--- src/rtl/lpm_pkg.sv ---
package lpm_pkg;
    localparam int HOP_W = 8;
    typedef logic [HOP_W-1:0] hop_t;
endpackage

--- src/rtl/prefix_mask.sv ---
module prefix_mask #(
    parameter int TAG_W = 24,
    localparam int LEN_W = $clog2(TAG_W + 1)
) (
    input  logic [LEN_W-1:0] len,
    output logic [TAG_W-1:0] mask
);
    // bit i is covered when it lies within the top 'len' bits
    for (genvar i = 0; i < TAG_W; i++) begin : g_bit
        assign mask[i] = (len > LEN_W'(TAG_W - 1 - i));
    end
endmodule

--- src/rtl/way_match.sv ---
module way_match #(
    parameter int TAG_W = 24,
    localparam int LEN_W = $clog2(TAG_W + 1)
) (
    input  logic             valid,
    input  logic [TAG_W-1:0] tag,
    input  logic [LEN_W-1:0] len,
    input  logic [TAG_W-1:0] look,
    output logic             hit,
    output logic [LEN_W-1:0] len_sat
);
    logic [TAG_W-1:0] mask;

    always_comb begin
        len_sat = (len > LEN_W'(TAG_W)) ? LEN_W'(TAG_W) : len;
    end

    prefix_mask #(.TAG_W(TAG_W)) u_mask (
        .len  (len_sat),
        .mask (mask)
    );

    always_comb begin
        hit = valid && (((tag ^ look) & mask) == '0);
    end
endmodule

--- src/rtl/len_arbiter.sv ---
module len_arbiter
    import lpm_pkg::*;
#(
    parameter int WAYS  = 4,
    parameter int TAG_W = 24,
    localparam int LEN_W = $clog2(TAG_W + 1)
) (
    input  logic [WAYS-1:0]             match,
    input  logic [WAYS-1:0][LEN_W-1:0]  len,
    input  logic [WAYS-1:0][HOP_W-1:0]  hop,
    output logic                        hit,
    output logic [LEN_W-1:0]            win_len,
    output logic [HOP_W-1:0]            win_hop,
    output logic [WAYS-1:0]             grant
);
    logic [TAG_W:0] line;

    // every matching way raises the line of its own length
    always_comb begin
        line = '0;
        for (int w = 0; w < WAYS; w++) begin
            if (match[w]) line[len[w]] = 1'b1;
        end
    end

    // highest raised line is the winning length
    always_comb begin
        win_len = '0;
        for (int l = 0; l <= TAG_W; l++) begin
            if (line[l]) win_len = LEN_W'(l);
        end
        hit = |line;
    end

    // ways on the winning line claim; the lowest-numbered claimant keeps the grant
    always_comb begin
        grant = '0;
        for (int w = WAYS - 1; w >= 0; w--) begin
            if (match[w] && len[w] == win_len) begin
                grant    = '0;
                grant[w] = 1'b1;
            end
        end
        win_hop = '0;
        for (int w = 0; w < WAYS; w++) begin
            if (grant[w]) win_hop = hop[w];
        end
    end
endmodule

--- src/rtl/lpm_set_match.sv ---
module lpm_set_match
    import lpm_pkg::*;
#(
    parameter int WAYS  = 4,
    parameter int TAG_W = 24,
    localparam int LEN_W = $clog2(TAG_W + 1)
) (
    input  logic                    clk,
    input  logic                    rst_n,
    input  logic                    look_vld,
    input  logic [TAG_W-1:0]        look_tag,
    input  logic [WAYS-1:0]         way_valid,
    input  logic [WAYS*TAG_W-1:0]   way_tag,
    input  logic [WAYS*LEN_W-1:0]   way_len,
    input  logic [WAYS*HOP_W-1:0]   way_hop,
    output logic                    res_vld,
    output logic                    res_hit,
    output logic [LEN_W-1:0]        res_len,
    output logic [HOP_W-1:0]        res_hop
);
    typedef struct packed {
        logic                        vld;
        logic [WAYS-1:0]             match;
        logic [WAYS-1:0][LEN_W-1:0]  len;
        logic [WAYS-1:0][HOP_W-1:0]  hop;
    } cmp_t;

    typedef struct packed {
        logic              vld;
        logic              hit;
        logic [LEN_W-1:0]  len;
        logic [HOP_W-1:0]  hop;
    } res_t;

    cmp_t s1_d, s1_q;
    res_t s2_d, s2_q;

    logic [WAYS-1:0]            m_hit;
    logic [WAYS-1:0][LEN_W-1:0] m_len;

    for (genvar w = 0; w < WAYS; w++) begin : g_way
        way_match #(.TAG_W(TAG_W)) u_match (
            .valid   (way_valid[w]),
            .tag     (way_tag[w*TAG_W +: TAG_W]),
            .len     (way_len[w*LEN_W +: LEN_W]),
            .look    (look_tag),
            .hit     (m_hit[w]),
            .len_sat (m_len[w])
        );
    end

    logic             a_hit;
    logic [LEN_W-1:0] a_len;
    logic [HOP_W-1:0] a_hop;
    logic [WAYS-1:0]  a_grant;

    len_arbiter #(.WAYS(WAYS), .TAG_W(TAG_W)) u_arb (
        .match   (s1_q.match),
        .len     (s1_q.len),
        .hop     (s1_q.hop),
        .hit     (a_hit),
        .win_len (a_len),
        .win_hop (a_hop),
        .grant   (a_grant)
    );

    always_comb begin
        s1_d     = s1_q;
        s1_d.vld = look_vld;
        if (look_vld) begin
            s1_d.match = m_hit;
            s1_d.len   = m_len;
            for (int w = 0; w < WAYS; w++) begin
                s1_d.hop[w] = way_hop[w*HOP_W +: HOP_W];
            end
        end
        s2_d     = s2_q;
        s2_d.vld = s1_q.vld;
        if (s1_q.vld) begin
            s2_d.hit = a_hit;
            s2_d.len = a_len;
            s2_d.hop = a_hop;
        end
    end

    always_ff @(posedge clk or negedge rst_n) begin
        if (!rst_n) begin
            s1_q <= '0;
            s2_q <= '0;
        end else begin
            s1_q <= s1_d;
            s2_q <= s2_d;
        end
    end

    assign res_vld = s2_q.vld;
    assign res_hit = s2_q.hit;
    assign res_len = s2_q.len;
    assign res_hop = s2_q.hop;

    // independent maximum reduction over the registered compare flags
    logic             chk_any;
    logic [LEN_W-1:0] chk_max;
    always_comb begin
        chk_any = 1'b0;
        chk_max = '0;
        for (int w = 0; w < WAYS; w++) begin
            if (s1_q.match[w]) begin
                chk_any = 1'b1;
                if (s1_q.len[w] > chk_max) chk_max = s1_q.len[w];
            end
        end
    end


    stage_advance_chk: assert property (@(posedge clk) disable iff (!rst_n)
        look_vld |=> s1_q.vld);


    result_strobe_chk: assert property (@(posedge clk) disable iff (!rst_n)
        s1_q.vld |=> res_vld);


    longest_len_chk: assert property (@(posedge clk) disable iff (!rst_n)
        s1_q.vld |=> (res_hit == $past(chk_any)) && (res_len == $past(chk_max)));


    single_grant_chk: assert property (@(posedge clk) disable iff (!rst_n)
        $onehot0(a_grant));


    miss_zero_chk: assert property (@(posedge clk) disable iff (!rst_n)
        (res_vld && !res_hit) |-> (res_len == '0 && res_hop == '0));


    hold_result_chk: assert property (@(posedge clk) disable iff (!rst_n)
        !s1_q.vld |=> ($stable(res_hit) && $stable(res_len) && $stable(res_hop)));
endmodule

--- config.mk ---
export PLATFORM = sky130hd
export DESIGN_NAME = lpm_set_match
export DESIGN_NICKNAME = d
export VERILOG_FILES = /design/src/rtl/lpm_pkg.sv /design/src/rtl/prefix_mask.sv /design/src/rtl/way_match.sv /design/src/rtl/len_arbiter.sv /design/src/rtl/lpm_set_match.sv
export SDC_FILE = /design/constraint.sdc
export NUM_CORES = 1
export LEC_CHECK = 0
export ABC_AREA = 1
export BUFFER_PORTS_ARGS = -buffer_cell sky130_fd_sc_hd__buf_4
export CAP_MARGIN = 20
export CORE_MARGIN = 5
export CORE_UTILIZATION = 59
export DETAILED_ROUTE_END_ITERATION = 8
export GPL_ROUTABILITY_DRIVEN = 0
export GPL_TIMING_DRIVEN = 0
export PLACE_DENSITY = 0.88
export RECOVER_POWER = 25
export REMOVE_ABC_BUFFERS = 1
export SLEW_MARGIN = 40
export SYNTH_ARGS = -nofsm -noshare
export SYNTH_HDL_FRONTEND = slang
export SYNTH_HIERARCHICAL = 1
export SYNTH_SLANG_ARGS = --single-unit
--- constraint.sdc ---
create_clock -name clk -period 4.5 [get_ports clk]
set_input_delay 0.225 -clock clk [delete_from_list [all_inputs] [get_ports clk]]
set_output_delay 0.225 -clock clk [all_outputs]
set_load 0.1 [all_outputs]
==> out/metrics.cfg, run 1 <==
[status]
outcome = finished, violations left
violations = DRC, capacitance limit, slew limit

[setup_path]
r2r_start = s1_q[48]
startpoint_type = flip-flop
reg2reg_depth = 19
cp.depth = 19
startpoint = s1_q[48]
path_class = reg -> reg
endpoint = res_hop[0]
end_kind = flip-flop
cpMaxStageDelayCell = a2111oi_2
crit_top_cell = nand2_1
arrival_ns = 4.19
cp_data_required_time_ns = 4.72
crit_buf_inv = 2
critPathMaxFanout = 9
rrSetupSlack_ns = 0.53
path_cells = inv_1 > nand3_1 > nor2_1 > a2111oi_2 > nand2_1 > nor2_2 > nand3_1 > nand2_1 > inv_1 > a21oi_1 > o21ai_0 > nor3_1 > nand2_1 > nor2_2 > nor2_2 > nand3_1 > nand3_1 > nand2_1 > nand2_1
worstReg2RegEnd = res_hop[0]
crit_path_max_incr_delay_ns = 0.48
crit_family = simple AND/OR/NAND/NOR gates

[routing]
route.detailed.wl_per_inst_um = 13.9
vias = 9342
drt-total-wl_um = 24000
drc_errors = 1
dr.first_iter.drc_count = 1056
ant_nets = 0
viasPerCell = 5.40
dr.pass1.iters = 9

[job]
drv_cap = 2

[sta]
final.setup.worst_slack_ns = 0.531
worst_pin_slew_ns = 3.16
timing.final.crit_share = 0.882
hold_viol = 0
min_period_ns = 3.97
rsz0062_at_grt = false
slew_viol_final = 132
slew_headroom = -1.11
finalSetupViolCount = 0
fin_worst_skew_ns = 0.00680
finalSetupTns_ns = 0
max_freq_ghz = 0.252

[pwr]
vdd_drop_max_mv = 0.153
p_leak_nw = 5.33
power_density_nw_per_um2 = 211
finalPower_mw = 1.95

[floorplanning]
io-pin-count = 194
die_y_um = 123
coreArea_sq_um = 12500
start_util = 0.598
die_area_sq_um = 15000
num_rows = 41
die_x_um = 123

[layout]
fin_cells = 1729
antenna_cells = 0
layout.nets = 1731
drive_above_1_share = 0.159
syn_to_final_growth_pct = 23.5

[global_route]
overflow = 0
grt_max_degree = 73
grt_usage = 0.314
grt_pass1_vias = 8247
grt_pass1_wl_um = 37800
antenna_found_initial = 0

[place]
place_ws_ns = 0.782
dp.final_hpwl_um = 19300
dpl.cell_count = 1712
io_buffers = 193

[cts]
cts_made_buffers = 9
cts_resized = 0
post_cts_buffers = 0
cts_tree = done
cts_hold_buffers = 1
htree_levels = 3
clockRootBuffer = clkbuf_16
clock_sinks = 72
clk_path_buf_depth = 2
clock_latency_ns = 0.34
clk_pin_slew_ns = 0.06

[yosys]
avgSynthCellArea_sq_um = 5.43
netlist_instances = 1378
synth_area_sq_um = 7490
yosys_warnings = 6

[min_path]
min_path_type = in -> reg

[worst min-delay path by stage]
stage	cells past startpoint	slack [ns]	end	startpoint
global route	3	0.09	s1_q[21]	way_hop[21]
detailed placement	1	0.27	s1_q[28]	rst_n
CTS	3	0.08	s1_q[13]	way_hop[13]
global placement	1	0.39	res_hop[5]	rst_n
finish	3	0.09	s1_q[13]	way_hop[13]
floorplan	0	-0.07	res_hit	rst_n
[worst register-to-register path, delay by kind of cell (launching register included)]
kind / cells / cell delay (ns)
and+or+nand+nor: 14 / 2.43
AOI/OAI and AO/OA: 3 / 0.73
DFF: 1 / 0.39
buffers and inverters: 2 / 0.31
[cell type report]
| type | count | area [sq um] |
|---|---|---|
| clock inverter | 4 | 28.8 |
| inverter | 206 | 777 |
| clock buffer | 12 | 246 |
| fill | 1158 | 3270 |
| multi-input combinational | 1069 | 4720 |
| timing repair buffer | 194 | 1460 |
| tap | 172 | 215 |
| sequential | 72 | 1800 |
[stage by stage]
stage / utilization / hold WS, ns / area, sq um
2_1_floorplan: - / -0.0706 / 7300
3_3_place_gp: 0.716 / 0.390 / 8960
3_5_place_dp: 0.716 / 0.266 / 8960
4_1_cts: 0.739 / 0.0805 / 9250
5_1_grt: 0.739 / 0.0920 / 9250
6_report: 0.739 / 0.0854 / 9250
[flip-flops by register name, indices dropped and copies added, names as in the netlist]
name and flops:
s1_q 57, res_hop 8, res_len 5, res_hit 1
res_vld 1
[cells in the final DEF, fill, tap and decap left out, types with 3 or more instances in the layout]
cell type and n:
nand2_1 564, clkinv_1 3, nor3_1 20, xor2_1 5, nor2_1 163, dfrtp_1 72
clkbuf_16 9, a221oi_1 7, nand3_1 142, nand4_1 4, nand3_2 5, nand2_2 5
a31oi_1 4, o21ai_0 40, nor4_1 5, clkbuf_1 3, a21oi_1 24, buf_4 191
nor3_2 3, o2111ai_1 3, inv_2 16, o22ai_1 25, nor2_2 4, inv_1 185
or2_1 32
[layer usage]
metal,part of all wire,vias up,global-route usage
met4,0.042,0,0.139
met2,0.48,538,0.531
met1,0.38,4050,0.382
li1,-,4644,-
met5,0,-,0
met3,0.10,110,0.0691
[power breakdown]
| group | total (mW) | switching, mW | internal, mW |
|---|---|---|---|
| clock | 0.664 | 0.275 | 0.389 |
| sequential | 0.734 | 0.0434 | 0.691 |
| combinational | 0.549 | 0.324 | 0.225 |
No activity file was read; power rests on OpenSTA's default activity.
==> run 2, diff against run 1 <==
--- a/config.mk
+++ b/config.mk
@@ -6,14 +6,14 @@
 export NUM_CORES = 1
 export LEC_CHECK = 0
 export ABC_AREA = 1
-export BUFFER_PORTS_ARGS = -buffer_cell sky130_fd_sc_hd__buf_4
 export CAP_MARGIN = 20
 export CORE_MARGIN = 5
-export CORE_UTILIZATION = 59
+export CORE_UTILIZATION = 60
 export DETAILED_ROUTE_END_ITERATION = 8
+export DONT_BUFFER_PORTS = 1
 export GPL_ROUTABILITY_DRIVEN = 0
 export GPL_TIMING_DRIVEN = 0
-export PLACE_DENSITY = 0.88
+export PLACE_DENSITY = 0.76
 export RECOVER_POWER = 25
 export REMOVE_ABC_BUFFERS = 1
 export SLEW_MARGIN = 40
==> run 2 against run 1 <==
  * The run now ends clean
  * Register-to-register slack about the same
  * Critical endpoint is now res_hop[3]
  * Routed wire length decreased by 5.7%
  * Worst setup slack got worse by 0.0095 ns
  * Critical path depth unchanged
  * Die area decreased by 1.5%
  * First-iteration DRC count decreased by 29%
  * Largest power group unchanged
==> out/metrics.cfg, run 2 (synthesis results as in run 1) <==
[routing]
dr.pass1.iters = 8  ; was 9
drt-total-wl_um = 22600  ; was 24,000 um
route.detailed.wl_per_inst_um = 14.7  ; was 13.9 um
dr.first_iter.drc_count = 754  ; was 1,056
ant_nets = 0  ; unchanged
drc_errors = 0  ; was 1
vias = 8319  ; was 9,342
viasPerCell = 5.42  ; was 5.40

[cts]
clk_pin_slew_ns = 0.06  ; about the same
clock_sinks = 72  ; unchanged
clock_latency_ns = 0.33  ; was 0.34 ns
clockRootBuffer = clkbuf_16  ; unchanged
clk_path_buf_depth = 2  ; unchanged
post_cts_buffers = 0  ; unchanged
cts_tree = done  ; unchanged
cts_made_buffers = 9  ; unchanged
htree_levels = 3  ; unchanged

[layout]
top_register = s1_q  ; unchanged
syn_to_final_growth_pct = 5.16  ; was 23.5%
stdcell_area_sq_um = 7870  ; was 9250 sq um
final_common_cell = nand2_1  ; unchanged
layout.nets = 1541  ; was 1,731
mostFrequentLayoutCells = nand2_1 (564), inv_1 (185), nor2_1 (163), nand3_1 (142), dfrtp_1 (62)  ; was nand2_1 (564), buf_4 (191), inv_1 (185), nor2_1 (163), nand3_1 (142)
drive_above_1_share = 0.0512  ; was 0.159
largest_reg_flops = 57  ; unchanged

[global_route]
antenna_found_initial = 1  ; was 0
grt_max_degree = 73  ; unchanged
overflow = 0  ; unchanged
grt_pass1_vias = 7548  ; was 8,247
grt_pass1_wl_um = 36000  ; was 37,800 um
grt_usage = 0.304  ; was 0.314

[sta]
hold_viol = 0  ; unchanged
fin_worst_skew_ns = 0.00846  ; was 0.00680 ns
slew_headroom = 0.405  ; was -1.11
rsz0062_at_grt = false  ; unchanged
final.setup.worst_slack_ns = 0.522  ; was 0.531 ns
min_period_ns = 3.98  ; was 3.97 ns
slew_viol_final = 0  ; was 132
finalSetupViolCount = 0  ; unchanged
worst_pin_slew_ns = 0.892  ; was 3.16 ns
max_freq_ghz = 0.251  ; was 0.252 GHz
finalSetupTns_ns = 0  ; unchanged
timing.final.crit_share = 0.884  ; was 0.882

[setup_path]
arrival_ns = 4.19  ; about the same
end_kind = flip-flop  ; unchanged
startpoint_type = flip-flop  ; unchanged
crit_top_cell = nand2_1  ; unchanged
r2r_start = s1_q[48]  ; unchanged
cp_data_required_time_ns = 4.71  ; was 4.72 ns
crit_path_max_incr_delay_ns = 0.47  ; was 0.48 ns
startpoint = s1_q[48]  ; unchanged
path_class = reg -> reg  ; unchanged
cpMaxStageDelayCell = a2111oi_2  ; unchanged
path_cells = inv_1 > nand3_1 > nor2_1 > a2111oi_2 > nand2_1 > nor2_2 > nand3_1 > nand2_1 > inv_1 > a21oi_1 > o21ai_0 > nor3_1 > nand2_1 > nor2_2 > nor2_2 > nand3_1 > nand3_1 > nand2_1 > nand2_1  ; unchanged
critPathMaxFanout = 9  ; unchanged

[pwr]
vdd_drop_max_mv = 0.148  ; was 0.153 mV
intPower_mw = 1.23  ; was 1.30 mW
switchingPower_mw = 0.562  ; was 0.643 mW
pwr-share-comb = 0.206  ; was 0.282
power_frac_clock = 0.383  ; was 0.341
p_seq_frac = 0.411  ; was 0.377
p_leak_nw = 4.42  ; was 5.33 nW
power_density_nw_per_um2 = 228  ; was 211 nW/um^2
sw_frac_of_total = 0.314  ; was 0.330

[place]
dp.final_hpwl_um = 18100  ; was 19,300 um
io_buffers = 0  ; was 193
place_ws_ns = 0.731  ; was 0.782 ns
placed_area_sq_um = 7510  ; was 8960 sq um

[floorplanning]
die_y_um = 122  ; was 123 um
coreArea_sq_um = 12100  ; was 12,500 sq um
start_util = 0.618  ; was 0.598
die_x_um = 122  ; was 123 um
num_rows = 40  ; was 41
io-pin-count = 194  ; unchanged
die_area_sq_um = 14800  ; was 15,000 sq um

[min_path]
min_path_type = in -> reg  ; unchanged
worstHoldStart = way_hop[16]  ; was way_hop[13]

[status]
outcome = completed  ; was finished, violations left

[job]
drv_cap = 0  ; was 2

run 2: changes by cell type in the layout (fill, tap and decap cells not counted), sizes merged:
cell           previous run  this run
clkbuf                   13        11
clkinvlp                  2         1
diode                     0         1
dlygate4sd3               1         3
inv                     203       205
clkdlybuf4s25             1         0
buf                     191         1
run 2: layout make-up:
cell class	instances	area, sq um
Multi-Input combinational cell	1069	4720
Sequential cell	72	1810
Tap cell	168	210
Clock inverter	5	38.8
Inverter	206	778
Fill cell	1261	4240
Antenna cell	1	2.50
Timing Repair Buffer	4	57.6
Clock buffer	11	253
run 2: timing repair:
action,in CTS,in global routing
hold buffers,4,0
gates resized for setup,0,0
endpoints found under the hold margin,74,0
run 2: critical path: cells and delay by family (launching register included):
family / cells / cell delay [ns]
buffers and inverters: 2 / 0.30
AND/OR/NAND/NOR: 14 / 2.43
AO/OA/AOI/OAI: 3 / 0.72
flip-flops: 1 / 0.41
run 2: metal layers:
layer	vias to the layer above	share of wire	track usage
met5	-	0	0
met4	0	0.039	0.140
met3	68	0.12	0.100
met2	396	0.47	0.511
met1	3598	0.37	0.351
li1	4257	-	-
run 2: worst paths after layout:
kind | to | slack (ns) | depth (start not counted)
worst max-delay path | res_hop[3] | 0.52 | 19
worst min-delay path | s1_q[16] | 0.008 | 2
worst max register to register | res_hop[3] | 0.52 | 19
worst min register to register | s1_q[1] | 0.47 | 2
max in group asynchronous | res_len[4] | 3.76 | 2
min in group asynchronous | s1_q[45] | 0.41 | 2
run 2: power by group through the flow:
stage               sequential (mW)  combinational [mW]  clock, mW
finish                        0.737               0.369      0.686
global route                  0.743               0.430      0.725
CTS                           0.736               0.366      0.697
detailed placement            0.747               0.346          0
global placement              0.745               0.339          0
floorplan                     0.736               0.288          0
run 2: through the flow:
stage               hold WS (ns)  std cells  power [mW]  utilization
floorplan                -0.0706       1347        1.02            -
global placement         -0.0687       1515        1.08        0.620
detailed placement       -0.0688       1515        1.09        0.620
CTS                    0.0000967       1535        1.80        0.649
global route             0.00816       1536        1.90        0.650
finish                   0.00823       1536        1.79        0.650
==> run 3, diff against run 2 <==
--- a/config.mk
+++ b/config.mk
@@ -5,7 +5,7 @@
 export SDC_FILE = /design/constraint.sdc
 export NUM_CORES = 1
 export LEC_CHECK = 0
-export ABC_AREA = 1
+export ABC_AREA = 0
 export CAP_MARGIN = 20
 export CORE_MARGIN = 5
 export CORE_UTILIZATION = 60
==> run 3 against run 2 <==
  * The run now ends with capacitance limit, slew limit left
  * Global-route usage fell by 0.79 points
  * Count of clock-buffer cells in the layout fell by 2
  * Sequential cell count did not move
  * Register-to-register slack got worse by 0.39 ns
  * Synthesized cell count fell by 39%
  * Worst setup slack got worse by 0.39 ns
  * Non-clock buffer count rose by 4
  * First-iteration DRC count fell by 1.2%
  * Routed wire length rose by 6.1%
  * Critical endpoint is now res_hop[4]
==> out/metrics.cfg, run 3 <==
[setup_path]
critPathMaxFanout = 13  ; was 9
end_kind = flip-flop  ; unchanged
startpoint_type = flip-flop  ; unchanged
worstReg2RegEnd = res_hop[4]  ; was res_hop[3]
rrSetupSlack_ns = 0.13  ; was 0.52 ns
crit_path_max_incr_delay_ns = 0.64  ; was 0.47 ns
cp_data_required_time_ns = 4.73  ; was 4.71 ns
reg2reg_depth = 11  ; was 19
r2r_start = s1_q[33]  ; was s1_q[48]
path_cells = nor4bb_2 > a22oi_1 > o221ai_1 > o2111ai_1 > a211oi_4 > mux2i_1 > o311ai_2 > or2_0 > a311oi_1 > o22ai_1 > mux2_2  ; was inv_1 > nand3_1 > nor2_1 > a2111oi_2 > nand2_1 > nor2_2 > nand3_1 > nand2_1 > inv_1 > a21oi_1 > o21ai_0 > nor3_1 > nand2_1 > nor2_2 > nor2_2 > nand3_1 > nand3_1 > nand2_1 > nand2_1
cpMaxStageDelayCell = dfrtp_1  ; was a2111oi_2
arrival_ns = 4.60  ; was 4.19 ns
path_class = reg -> reg  ; unchanged

[routing]
drc_errors = 0  ; unchanged
drt-met1-wl_um = 8740  ; was 8470 um
ant_nets = 0  ; unchanged
highest_layer = met4  ; unchanged
route.detailed.wl_per_inst_um = 24.6  ; was 14.7 um
vias = 6980  ; was 8,319
dr.first_iter.drc_count = 745  ; was 754
drt-total-wl_um = 24000  ; was 22,600 um
met2_length_um = 11700  ; was 10,600 um
viasPerCell = 7.14  ; was 5.42
dr.pass1.iters = 6  ; was 8
dr_wl_met3_um = 2320  ; was 2660 um

[layout]
largest_reg_flops = 57  ; unchanged
final_common_cell = xor2_1  ; was nand2_1
antenna_cells = 0  ; was 1
top_register = s1_q  ; unchanged
mostFrequentLayoutCells = xor2_1 (97), dfrtp_1 (59), nand2_1 (55)  ; was nand2_1 (564), inv_1 (185), nor2_1 (163), nand3_1 (142), dfrtp_1 (62)
syn_to_final_growth_pct = 1.85  ; was 5.16%
layout.nets = 976  ; was 1,541
utilization = 0.616  ; was 0.650
drive_above_1_share = 0.219  ; was 0.0512

[yosys]
avgSynthCellArea_sq_um = 9.42  ; was 5.43 sq um
yosys_warnings = 6  ; unchanged
synth_area_sq_um = 7920  ; was 7490 sq um
netlist_instances = 840  ; was 1,378

[pwr]
switchingPower_mw = 0.609  ; was 0.562 mW
power_density_nw_per_um2 = 235  ; was 228 nW/um^2
p_leak_nw = 3.19  ; was 4.42 nW
vdd_drop_max_mv = 0.166  ; was 0.148 mV
pwr-share-comb = 0.213  ; was 0.206
sw_frac_of_total = 0.321  ; was 0.314
finalPower_mw = 1.90  ; was 1.79 mW
power_frac_clock = 0.370  ; was 0.383
p_seq_frac = 0.417  ; was 0.411
intPower_mw = 1.29  ; was 1.23 mW

[floorplanning]
io-pin-count = 194  ; unchanged
start_util = 0.605  ; was 0.618
num_rows = 42  ; was 40
die_y_um = 125  ; was 122 um
coreArea_sq_um = 13100  ; was 12,100 sq um
die_x_um = 125  ; was 122 um
die_area_sq_um = 15600  ; was 14,800 sq um

[global_route]
grt_usage = 0.296  ; was 0.304
overflow = 0  ; unchanged
grt_pass1_vias = 6865  ; was 7,548
grt_max_degree = 73  ; unchanged
antenna_found_initial = 0  ; was 1
grt_pass1_wl_um = 37300  ; was 36,000 um

[sta]
finalSetupViolCount = 0  ; unchanged
fin_worst_skew_ns = 0.0101  ; was 0.00846 ns
max_freq_ghz = 0.229  ; was 0.251 GHz
rsz0062_at_grt = true  ; was false
min_period_ns = 4.37  ; was 3.98 ns
timing.final.crit_share = 0.970  ; was 0.884
slew_headroom = -1.08  ; was 0.405
final.setup.worst_slack_ns = 0.133  ; was 0.522 ns
slew_viol_final = 73  ; was 0
hold_viol = 0  ; unchanged
finalSetupTns_ns = 0  ; unchanged
worst_pin_slew_ns = 3.12  ; was 0.892 ns
hold_ws_ns = 0.00560  ; was 0.00823 ns

[cts]
post_cts_buffers = 0  ; unchanged
clk_path_buf_depth = 2  ; unchanged
clk_pin_slew_ns = 0.07  ; was 0.06 ns
cts_tree = done  ; unchanged
clock_latency_ns = 0.35  ; was 0.33 ns
clock_sinks = 72  ; unchanged
htree_levels = 3  ; unchanged
cts_made_buffers = 9  ; unchanged
clockRootBuffer = clkbuf_16  ; unchanged

[place]
place_ws_ns = 0.113  ; was 0.731 ns
dp.final_hpwl_um = 18400  ; was 18,100 um
io_buffers = 0  ; unchanged

[status]
outcome = finished, violations left  ; was completed
violations = capacitance limit, slew limit

[min_path]
min_path_type = in -> reg  ; unchanged
min_to = s1_q[8]  ; was s1_q[16]
hold_depth = 1  ; was 2
worstHoldStart = way_hop[8]  ; was way_hop[16]

[job]
drv_cap = 1  ; was 0

## run 3: changes by cell type in the layout (fill, tap and decap cells not counted), sizes merged, moves of 22 or more
cell,before,now
nand2,571,55
inv,205,36
nand3,148,13
nor2,168,39
xor2,5,97
mux2,0,72
a22oi,1,33
or2,32,4
nor2b,0,22
## run 3: area by class of cell
type                       instances  area [sq um]
clock buffer                       9           225
clock inverter                     7          63.8
fill                            1061          5020
inverter                          32           120
multi-input combinational        674          5530
sequential                        72          1820
tap                              176           220
timing repair buffer               8          81.3
## run 3: stage by stage
stage / cell area [sq um] / std cells
global placement: 7670 / 954
floorplan: 7450 / 778
finish: 8060 / 978
CTS: 8060 / 977
detailed placement: 7730 / 958
global route: 8060 / 978
## run 3: worst max-delay path by stage
stage / slack [ns] / start / end
after CTS: 0.07 / s1_q[33] / res_hop[7]
after global routing: -0.05 / s1_q[33] / res_hop[4]
after detailed placement: 0.11 / s1_q[33] / res_hop[3]
after global placement: -1.41 / s1_q[55] / res_hop[4]
final: 0.13 / s1_q[33] / res_hop[4]
after floorplan: 0.19 / s1_q[55] / res_hop[0]
## run 3: repair_timing
action / 4_1_cts / 5_1_grt
setup endpoints to repair: 0 / 8
hold buffers: 3 / 0
hold endpoints to repair: 73 / 0
resized for setup: 0 / 6
## run 3: power groups by stage
stage	clock network, mW	registers [mW]	logic, mW
floorplan	0	0.763	0.337
global placement	0	0.792	0.377
detailed placement	0	0.797	0.391
CTS	0.710	0.786	0.412
global route	0.741	0.796	0.443
finish	0.702	0.791	0.405
## run 3: worst max-delay path: cells and delay by family, from the launching register on
kind	cells	cell delay, ns
compound gates	7	2.03
simple gates	2	1.01
flops	1	0.64
mux	2	0.56
## run 3: per-layer routing
metal,track usage,vias up
li1,-,3088
met1,0.352,3308
met2,0.507,491
met3,0.0643,93
met4,0.143,0
met5,0,-
